`config.mk`:
```
export PLATFORM = sky130hd
export DESIGN_NAME = sense_spi_regs
export DESIGN_NICKNAME = d
export VERILOG_FILES = /design/src/rtl/sense_spi_pkg.sv /design/src/rtl/sense_spi_sync.sv /design/src/rtl/sense_spi_frame.sv /design/src/rtl/sense_spi_regfile.sv /design/src/rtl/sense_spi_regs.sv
export SDC_FILE = /design/constraint.sdc
export NUM_CORES = 1
export LEC_CHECK = 0
export ABC_AREA = 1
export BUFFER_PORTS_ARGS = -buffer_cell sky130_fd_sc_hd__buf_2
export CAP_MARGIN = 20
export CORE_AREA = 10 10 124 126
export CTS_BUF_LIST = sky130_fd_sc_hd__clkbuf_4 sky130_fd_sc_hd__clkbuf_8 sky130_fd_sc_hd__clkbuf_16
export DETAILED_ROUTE_END_ITERATION = 10
export DIE_AREA = 0 0 134 136
export PLACE_DENSITY = 0.81
export SYNTH_ARGS = -nofsm -noshare
export SYNTH_HDL_FRONTEND = slang
export SYNTH_HIERARCHICAL = 1
export SYNTH_SLANG_ARGS = --single-unit
```
`constraint.sdc`:
```
create_clock -name clk -period 2.2 [get_ports clk]
set_input_delay 0.44 -clock clk [delete_from_list [all_inputs] [get_ports clk]]
set_output_delay 0.44 -clock clk [all_outputs]
set_load 0.05 [all_outputs]
```
`src/rtl/sense_spi_pkg.sv`:
```
package sense_spi_pkg;

  localparam int BYTE_W = 8;
  localparam int ADDR_W = 7;

  // register addresses (decoded by the host, so fixed)
  localparam logic [ADDR_W-1:0] A_IDENT = 7'h00;
  localparam logic [ADDR_W-1:0] A_RMAX  = 7'h01;
  localparam logic [ADDR_W-1:0] A_RMIN  = 7'h02;
  localparam logic [ADDR_W-1:0] A_WDOG  = 7'h03;
  localparam logic [ADDR_W-1:0] A_CONF  = 7'h04;
  localparam logic [ADDR_W-1:0] A_LOCKL = 7'h01;
  localparam logic [ADDR_W-1:0] A_LOCKH = 7'h05;
  localparam logic [ADDR_W-1:0] A_THI   = 7'h07;
  localparam logic [ADDR_W-1:0] A_TLO   = 7'h09;
  localparam logic [ADDR_W-1:0] A_IMODE = 7'h0A;
  localparam logic [ADDR_W-1:0] A_PWR   = 7'h0B;
  localparam logic [ADDR_W-1:0] A_STAT  = 7'h20;
  localparam logic [ADDR_W-1:0] A_PROX  = 7'h22;
  localparam logic [ADDR_W-1:0] A_FRQ0  = 7'h23;

  // reset values
  localparam logic [BYTE_W-1:0] V_IDENT = 8'h84;
  localparam logic [BYTE_W-1:0] V_RMAX  = 8'h0E;
  localparam logic [BYTE_W-1:0] V_RMIN  = 8'h14;
  localparam logic [BYTE_W-1:0] V_WDOG  = 8'h45;
  localparam logic [BYTE_W-1:0] V_CONF  = 8'h1B;
  localparam logic [BYTE_W-1:0] V_THI   = 8'hFF;
  localparam logic [BYTE_W-1:0] V_TLO   = 8'h00;
  localparam logic [BYTE_W-1:0] V_IMODE = 8'h00;

  typedef struct packed {
    logic [BYTE_W-1:0] rmax;
    logic [BYTE_W-1:0] rmin;
    logic [BYTE_W-1:0] wdog;
    logic [BYTE_W-1:0] conf;
    logic [BYTE_W-1:0] thi;
    logic [BYTE_W-1:0] tlo;
    logic [BYTE_W-1:0] imode;
    logic              pwr;
  } cfg_t;

endpackage

```
`src/rtl/sense_spi_sync.sv`:
```
module sense_spi_sync #(
  parameter int              W       = 3,
  parameter int              STAGES  = 2,
  parameter logic [W-1:0]    RST_VAL = '0
) (
  input  logic         clk,
  input  logic         rst_n,
  input  logic [W-1:0] din,
  output logic [W-1:0] dout
);

  logic [W-1:0] chain_q [STAGES];

  generate
    for (genvar s = 0; s < STAGES; s++) begin : g_stage
      always_ff @(posedge clk or negedge rst_n) begin
        if (!rst_n) chain_q[s] <= RST_VAL;
        else if (s == 0) chain_q[s] <= din;
        else chain_q[s] <= chain_q[(s == 0) ? 0 : s-1];
      end
    end
  endgenerate

  assign dout = chain_q[STAGES-1];

endmodule

```
`src/rtl/sense_spi_frame.sv`:
```
module sense_spi_frame
  import sense_spi_pkg::*;
(
  input  logic              clk,
  input  logic              rst_n,
  input  logic              csb_lvl,
  input  logic              sclk_lvl,
  input  logic              sdi_lvl,
  input  logic [BYTE_W-1:0] rd_data,
  output logic [ADDR_W-1:0] rd_addr,
  output logic              rd_load,
  output logic              rd_first,
  output logic              wr_en,
  output logic [ADDR_W-1:0] wr_addr,
  output logic [BYTE_W-1:0] wr_data,
  output logic              sdo
);

  localparam int BIT_W = $clog2(BYTE_W);
  localparam logic [BIT_W-1:0] LAST_BIT = BIT_W'(BYTE_W - 1);

  logic              active_q;
  logic              sclk_prev_q;
  logic [BIT_W-1:0]  bit_q;
  logic              first_q;
  logic              rw_q;
  logic [ADDR_W-1:0] addr_q;
  logic [BYTE_W-2:0] rx_q;
  logic [BYTE_W-1:0] tx_q;
  logic              sdo_q;

  logic              sclk_rise, sclk_fall, byte_done;
  logic [BYTE_W-1:0] rx_nxt;

  assign sclk_rise = active_q & sclk_lvl & ~sclk_prev_q;
  assign sclk_fall = active_q & ~sclk_lvl & sclk_prev_q;
  assign rx_nxt    = {rx_q, sdi_lvl};
  assign byte_done = sclk_rise & (bit_q == LAST_BIT);

  always_comb begin
    rd_addr  = first_q ? rx_nxt[ADDR_W-1:0] : addr_q + ADDR_W'(1);
    rd_load  = byte_done & (first_q ? rx_nxt[BYTE_W-1] : rw_q);
    rd_first = first_q;
    wr_en    = byte_done & ~first_q & ~rw_q;
    wr_addr  = addr_q;
    wr_data  = rx_nxt;
  end

  always_ff @(posedge clk or negedge rst_n) begin
    if (!rst_n) begin
      active_q    <= 1'b0;
      sclk_prev_q <= 1'b0;
      bit_q       <= '0;
      first_q     <= 1'b1;
      rw_q        <= 1'b0;
      addr_q      <= '0;
      rx_q        <= '0;
      tx_q        <= '0;
      sdo_q       <= 1'b0;
    end else begin
      sclk_prev_q <= sclk_lvl;
      if (csb_lvl) begin
        active_q <= 1'b0;
        bit_q    <= '0;
        first_q  <= 1'b1;
        tx_q     <= '0;
        sdo_q    <= 1'b0;
      end else if (!active_q) begin
        // chip-select just fell: fresh frame
        active_q <= 1'b1;
        bit_q    <= '0;
        first_q  <= 1'b1;
        tx_q     <= '0;
        sdo_q    <= 1'b0;
      end else begin
        if (sclk_rise) begin
          rx_q  <= rx_nxt[BYTE_W-2:0];
          bit_q <= bit_q + BIT_W'(1);
          if (byte_done) begin
            first_q <= 1'b0;
            if (first_q) begin
              rw_q   <= rx_nxt[BYTE_W-1];
              addr_q <= rx_nxt[ADDR_W-1:0];
            end else begin
              addr_q <= addr_q + ADDR_W'(1);
            end
            if (rd_load) tx_q <= rd_data;
          end
        end
        if (sclk_fall) begin
          sdo_q <= tx_q[BYTE_W-1];
          tx_q  <= {tx_q[BYTE_W-2:0], 1'b0};
        end
      end
    end
  end

  assign sdo = sdo_q;

  // output is quiet the cycle after chip-select is seen high
  p_sdo_idle_r9: assert property (@(posedge clk) disable iff (!rst_n)
    csb_lvl |=> (sdo == 1'b0));

  // bit and byte count restart after a chip-select fall
  p_count_restart_r9: assert property (@(posedge clk) disable iff (!rst_n)
    (!csb_lvl && !active_q) |=> (bit_q == '0 && first_q));

  // each completed data byte moves the address up by one
  p_addr_step_r3: assert property (@(posedge clk) disable iff (!rst_n)
    (byte_done && !first_q) |=> (addr_q == $past(addr_q) + ADDR_W'(1)));

endmodule

```
`src/rtl/sense_spi_regfile.sv`:
```
module sense_spi_regfile
  import sense_spi_pkg::*;
#(
  parameter int FREQ_BYTES = 3,
  localparam int FREQ_W    = BYTE_W * FREQ_BYTES
) (
  input  logic              clk,
  input  logic              rst_n,
  input  logic              wr_en,
  input  logic [ADDR_W-1:0] wr_addr,
  input  logic [BYTE_W-1:0] wr_data,
  input  logic [ADDR_W-1:0] rd_addr,
  input  logic              rd_load,
  input  logic              rd_first,
  input  logic [BYTE_W-1:0] status_in,
  input  logic [BYTE_W-1:0] prox_in,
  input  logic [FREQ_W-1:0] freq_in,
  output logic [BYTE_W-1:0] rd_data,
  output cfg_t              cfg,
  output logic              snap
);

  cfg_t              cfg_q;
  logic [BYTE_W-1:0] prox_q;
  logic [FREQ_W-1:0] freq_q;
  logic              locked;

  assign snap   = rd_load & rd_first & (rd_addr == A_PROX);
  assign locked = cfg_q.pwr & (wr_addr >= A_LOCKL) & (wr_addr <= A_LOCKH);

  always_ff @(posedge clk or negedge rst_n) begin
    if (!rst_n) begin
      cfg_q.rmax  <= V_RMAX;
      cfg_q.rmin  <= V_RMIN;
      cfg_q.wdog  <= V_WDOG;
      cfg_q.conf  <= V_CONF;
      cfg_q.thi   <= V_THI;
      cfg_q.tlo   <= V_TLO;
      cfg_q.imode <= V_IMODE;
      cfg_q.pwr   <= 1'b0;
    end else if (wr_en && !locked) begin
      case (wr_addr)
        A_RMAX:  cfg_q.rmax  <= wr_data;
        A_RMIN:  cfg_q.rmin  <= wr_data;
        A_WDOG:  cfg_q.wdog  <= wr_data;
        A_CONF:  cfg_q.conf  <= wr_data;
        A_THI:   cfg_q.thi   <= wr_data;
        A_TLO:   cfg_q.tlo   <= wr_data;
        A_IMODE: cfg_q.imode <= wr_data;
        A_PWR:   cfg_q.pwr   <= wr_data[0];
        default: ;
      endcase
    end
  end

  always_ff @(posedge clk or negedge rst_n) begin
    if (!rst_n) begin
      prox_q <= '0;
      freq_q <= '0;
    end else if (snap) begin
      prox_q <= prox_in;
      freq_q <= freq_in;
    end
  end

  always_comb begin
    rd_data = '0;
    case (rd_addr)
      A_IDENT: rd_data = V_IDENT;
      A_RMAX:  rd_data = cfg_q.rmax;
      A_RMIN:  rd_data = cfg_q.rmin;
      A_WDOG:  rd_data = cfg_q.wdog;
      A_CONF:  rd_data = cfg_q.conf;
      A_THI:   rd_data = cfg_q.thi;
      A_TLO:   rd_data = cfg_q.tlo;
      A_IMODE: rd_data = cfg_q.imode;
      A_PWR:   rd_data = {{(BYTE_W-1){1'b0}}, cfg_q.pwr};
      A_STAT:  rd_data = status_in;
      A_PROX:  rd_data = snap ? prox_in : prox_q;
      default: begin
        for (int k = 0; k < FREQ_BYTES; k++) begin
          if (rd_addr == A_FRQ0 + ADDR_W'(k)) rd_data = freq_q[BYTE_W*k +: BYTE_W];
        end
      end
    endcase
  end

  assign cfg = cfg_q;

  // with conversion on, the frozen range register does not move
  p_lock_hold_r7: assert property (@(posedge clk) disable iff (!rst_n)
    cfg_q.pwr |=> $stable(cfg_q.rmax));

  // captured count only changes at a capture
  p_freq_hold_r6: assert property (@(posedge clk) disable iff (!rst_n)
    !snap |=> $stable(freq_q));

  // capture strobe is a single-cycle pulse
  p_snap_single_r10: assert property (@(posedge clk) disable iff (!rst_n)
    snap |=> !snap);

endmodule

```
`src/rtl/sense_spi_regs.sv`:
```
module sense_spi_regs
  import sense_spi_pkg::*;
#(
  parameter int SYNC_STAGES = 2,
  parameter int FREQ_BYTES  = 3,
  localparam int FREQ_W     = BYTE_W * FREQ_BYTES
) (
  input  logic              clk,
  input  logic              rst_n,
  input  logic              spi_csb,
  input  logic              spi_sclk,
  input  logic              spi_sdi,
  output logic              spi_sdo,
  input  logic [BYTE_W-1:0] prox_in,
  input  logic [FREQ_W-1:0] freq_in,
  input  logic [BYTE_W-1:0] status_in,
  output logic [BYTE_W-1:0] rp_max_code,
  output logic [BYTE_W-1:0] rp_min_code,
  output logic [BYTE_W-1:0] min_freq_code,
  output logic [BYTE_W-1:0] conv_cfg,
  output logic [BYTE_W-1:0] thr_high,
  output logic [BYTE_W-1:0] thr_low,
  output logic [BYTE_W-1:0] irq_mode,
  output logic              conv_enable,
  output logic              snap_strobe
);

  logic [2:0]        pins_s;
  logic [ADDR_W-1:0] rd_addr, wr_addr;
  logic [BYTE_W-1:0] rd_data, wr_data;
  logic              rd_load, rd_first, wr_en;
  cfg_t              cfg;

  // bit order {sdi, sclk, csb}; chip-select idles high
  sense_spi_sync #(.W(3), .STAGES(SYNC_STAGES), .RST_VAL(3'b001)) u_sync (
    .clk  (clk),
    .rst_n(rst_n),
    .din  ({spi_sdi, spi_sclk, spi_csb}),
    .dout (pins_s)
  );

  sense_spi_frame u_frame (
    .clk     (clk),
    .rst_n   (rst_n),
    .csb_lvl (pins_s[0]),
    .sclk_lvl(pins_s[1]),
    .sdi_lvl (pins_s[2]),
    .rd_data (rd_data),
    .rd_addr (rd_addr),
    .rd_load (rd_load),
    .rd_first(rd_first),
    .wr_en   (wr_en),
    .wr_addr (wr_addr),
    .wr_data (wr_data),
    .sdo     (spi_sdo)
  );

  sense_spi_regfile #(.FREQ_BYTES(FREQ_BYTES)) u_regs (
    .clk      (clk),
    .rst_n    (rst_n),
    .wr_en    (wr_en),
    .wr_addr  (wr_addr),
    .wr_data  (wr_data),
    .rd_addr  (rd_addr),
    .rd_load  (rd_load),
    .rd_first (rd_first),
    .status_in(status_in),
    .prox_in  (prox_in),
    .freq_in  (freq_in),
    .rd_data  (rd_data),
    .cfg      (cfg),
    .snap     (snap_strobe)
  );

  assign rp_max_code   = cfg.rmax;
  assign rp_min_code   = cfg.rmin;
  assign min_freq_code = cfg.wdog;
  assign conv_cfg      = cfg.conf;
  assign thr_high      = cfg.thi;
  assign thr_low       = cfg.tlo;
  assign irq_mode      = cfg.imode;
  assign conv_enable   = cfg.pwr;

endmodule

```
==> impl_metrics.env <==
export IMPL_worstPathMaxFanout=4
export IMPL_synth_nets=876
export IMPL_root_buffer="clkbuf_16"
export IMPL_synth_lib_cells_used_distinct=34
export IMPL_clock_fmax_ghz=0.3898
export IMPL_start_util_pct=49.46
export IMPL_drc=0
export IMPL_h_tree_depth=4
export IMPL_ys_warn_count=6
export IMPL_grt_pass1_wl_mm=31.62
export IMPL_violations="setup timing"
export IMPL_worstPathRequired_ns=1.76
export IMPL_regToRegSetupSlack_ns=-0.29
export IMPL_fin_crit_ns=2.565
export IMPL_post_dp_cell_area_mm2=0.007396
export IMPL_cp_start_kind="flip-flop"
export IMPL_postSynthAreaPerCell_um2=7.754
export IMPL_post_route_period_util_pct=116.6
export IMPL_instances_no_fill=1175
export IMPL_skew_ns=0.007374
export IMPL_drtIter0Drc=882
export IMPL_endpoint="snap_strobe"
export IMPL_die_area_mm2=0.01822
export IMPL_cp_arrival_ns=2.13
export IMPL_place_congestion=0.9928
export IMPL_first_pass_iters=5
export IMPL_stdcell_area_mm2=0.008524
export IMPL_vias_per_cell=5.455
export IMPL_ios=104
export IMPL_vias=6410
export IMPL_numClockSinks=125
export IMPL_yosys_area_top_type="dfrtp_1"
export IMPL_hp_class="primary input to flip-flop"
export IMPL_cp_startpoint="u_frame/wr_addr[1]$_DFFE_PN0P_"
export IMPL_grt_usage_pct=21.77
export IMPL_nNetsFinal=1034
export IMPL_layout_common_cells="nand2_1 (275), buf_2 (101), dfrtp_1 (100)"
export IMPL_syn_inst=828
export IMPL_r2r_end="u_frame/tx_q[7]$_DFFE_PN0P_"
export IMPL_overflow=0
export IMPL_clk_latency_ns=0.42
export IMPL_leakage_nw=4.393
export IMPL_fill_cells=1014
export IMPL_routedWlPerCell_um=17.49
export IMPL_antenna_found_initial=0
export IMPL_grt_max_degree=52
export IMPL_critical_path_class="flip-flop to output pin"
export IMPL_cap_viol_max_count=0
export IMPL_hold_path_cell_count=1
export IMPL_numCtsBuffers=17
export IMPL_grt_pass1_vias=6032
export IMPL_die_w_um=134
export IMPL_num_rows=42
export IMPL_netlist_top_cells_area="dfrtp_1 (40%), nand2_1 (17%), dfstp_2 (9.4%)"
export IMPL_setup_violations=9
export IMPL_drive_gt1_share_pct=32.73
export IMPL_slew_viol_final=0
export IMPL_synth_seq_area_share_pct=49.17
export IMPL_power_density_mw_per_mm2=747.9
export IMPL_cts_tree="yes"
export IMPL_setup_tns_ns=-2.193
export IMPL_post_place_cells=1127
export IMPL_cp_end_kind="output pin"
export IMPL_layout_setup_ws_ns=-0.3651
export IMPL_core_area_mm2=0.01298
export IMPL_final_common_cell="nand2_1"
export IMPL_tightest_slew_ns=0.5168
export IMPL_area_growth_pct=32.78
export IMPL_clk_pin_slew_ns=0.06
export IMPL_status="complete, but fails checks"
export IMPL_synth_top_cell_area_share_pct=39.76
export IMPL_finalHoldViolations=0
export IMPL_clockBufferDepth=2
export IMPL_finalPower_mw=6.375
export IMPL_wl_mm=20.55
export IMPL_rsz0062_at_grt="true"
export IMPL_dp_hpwl_mm=14.11
export IMPL_r2r_start="u_frame/wr_addr[1]$_DFFE_PN0P_"
export IMPL_netlist_area_mm2=0.006420
export IMPL_n_antenna_cell=0
export IMPL_slew_headroom_pct=65.51
export IMPL_portBuffers=103
export IMPL_r2r_cells=15
export IMPL_ys_ff_latch=125
export IMPL_dieHeight_um=136
export IMPL_ir_drop_mv=0.4065
export IMPL_antenna_left=0
worst min-delay path by stage:
| stage | from | endpoint | slack [ns] |
|---|---|---|---|
| global route | spi_sdi | u_sync/chain_q[5]$_DFF_PN0_ | 0.11 |
| floorplan | rst_n | u_frame/active_q$_DFF_PN0_ | 0.14 |
| finish | spi_csb | u_sync/chain_q[3]$_DFF_PN1_ | 0.12 |
| detailed placement | u_sync/chain_q[4]$_DFF_PN0_ | u_sync/dout[1]$_DFF_PN0_ | 0.34 |
| CTS | spi_csb | u_sync/chain_q[3]$_DFF_PN1_ | 0.11 |
| global placement | u_sync/chain_q[5]$_DFF_PN0_ | u_sync/dout[2]$_DFF_PN0_ | 0.33 |
metrics by stage:
| stage | setup slack, ns | util [%] | hold WS (ns) |
|---|---|---|---|
| finish | -0.3651 | 65.67 | 0.1163 |
| CTS | -0.3432 | 64.05 | 0.1059 |
| global placement | -0.1894 | 56.98 | 0.3345 |
| global route | -0.4827 | 65.67 | 0.1097 |
| detailed placement | -0.2751 | 56.98 | 0.3402 |
| floorplan | 0.001773 | - | 0.1444 |
what timing repair did:
action / CTS / global route
buffers inserted: 10 / 5
gates resized for setup: 48 / 60
gates cloned: 4 / 0
endpoints found under the setup margin: 24 / 48
endpoints found under the hold margin: 25 / 0
hold buffers: 1 / 0
pin swaps: 34 / 25
report_power, final:
group	internal (mW)	switching, mW
clock network	1.69	0.973
registers	2.34	0.0294
logic	0.590	0.747
per-layer routing:
metal / wire length, um / up-vias / global-route usage [%]
met5: 0 / - / 0
met4: 1012 / 0 / 11.67
met3: 1683 / 81 / 5.018
met2: 9595 / 344 / 34.20
met1: 8255 / 3022 / 27.45
li1: - / 2963 / -
cells in the mapped netlist (all sizes together):
library cell,count
nand3,101
ha,3
o21bai,3
nand3b,1
inv,86
nand2,291
nor3,3
clkinv,1
o21ai,74
nor3b,1
buf,24
dfrtp,102
clkbuf,3
a21oi,2
nand4,18
nor4,1
dfstp,23
nor2,78
and2,12
o22ai,1
sequential cells by signal (all words and copies together), names as in the netlist, 3 cells and up:
name and flops:
u_frame/bit_q 3, u_frame/tx_q 8, u_frame/wr_addr 7, u_frame/rx_q 7, u_sync/chain_q 3, u_regs/cfg 57
u_regs/freq_q 24, u_sync/dout 3, u_regs/prox_q 8
cells by family after synthesis:
kind of cell / synth area share [%]
AND/OR/NAND/NOR: 35.12
buffers and inverters: 8.166
flip-flops: 49.17
AO/OA/AOI/OAI: 6.958
adder cells (fa/ha/maj): 0.5847
critical path, stage by stage, from the launching register on:
cell	delay [ns]
dfrtp_2	0.40
ha_4	0.17
nand3_2	0.07
o21bai_1	0.18
nand3_2	0.11
and2_4	0.16
nor2_4	0.14
nand2_4	0.07
nor2_4	0.12
nand2_4	0.08
inv_4	0.06
buf_8	0.13
cell type report:
cell class	instances	area [um^2]	share of cell area (%)
clock buffer	25	504.2	5.915
clock inverter	7	62.56	0.7339
inverter	87	331.6	3.890
multi-input combinational	589	3077	36.09
sequential	125	3159	37.06
tap	176	220.2	2.583
timing repair buffer	166	1170	13.72
No activity file was read; power rests on OpenSTA's default activity.
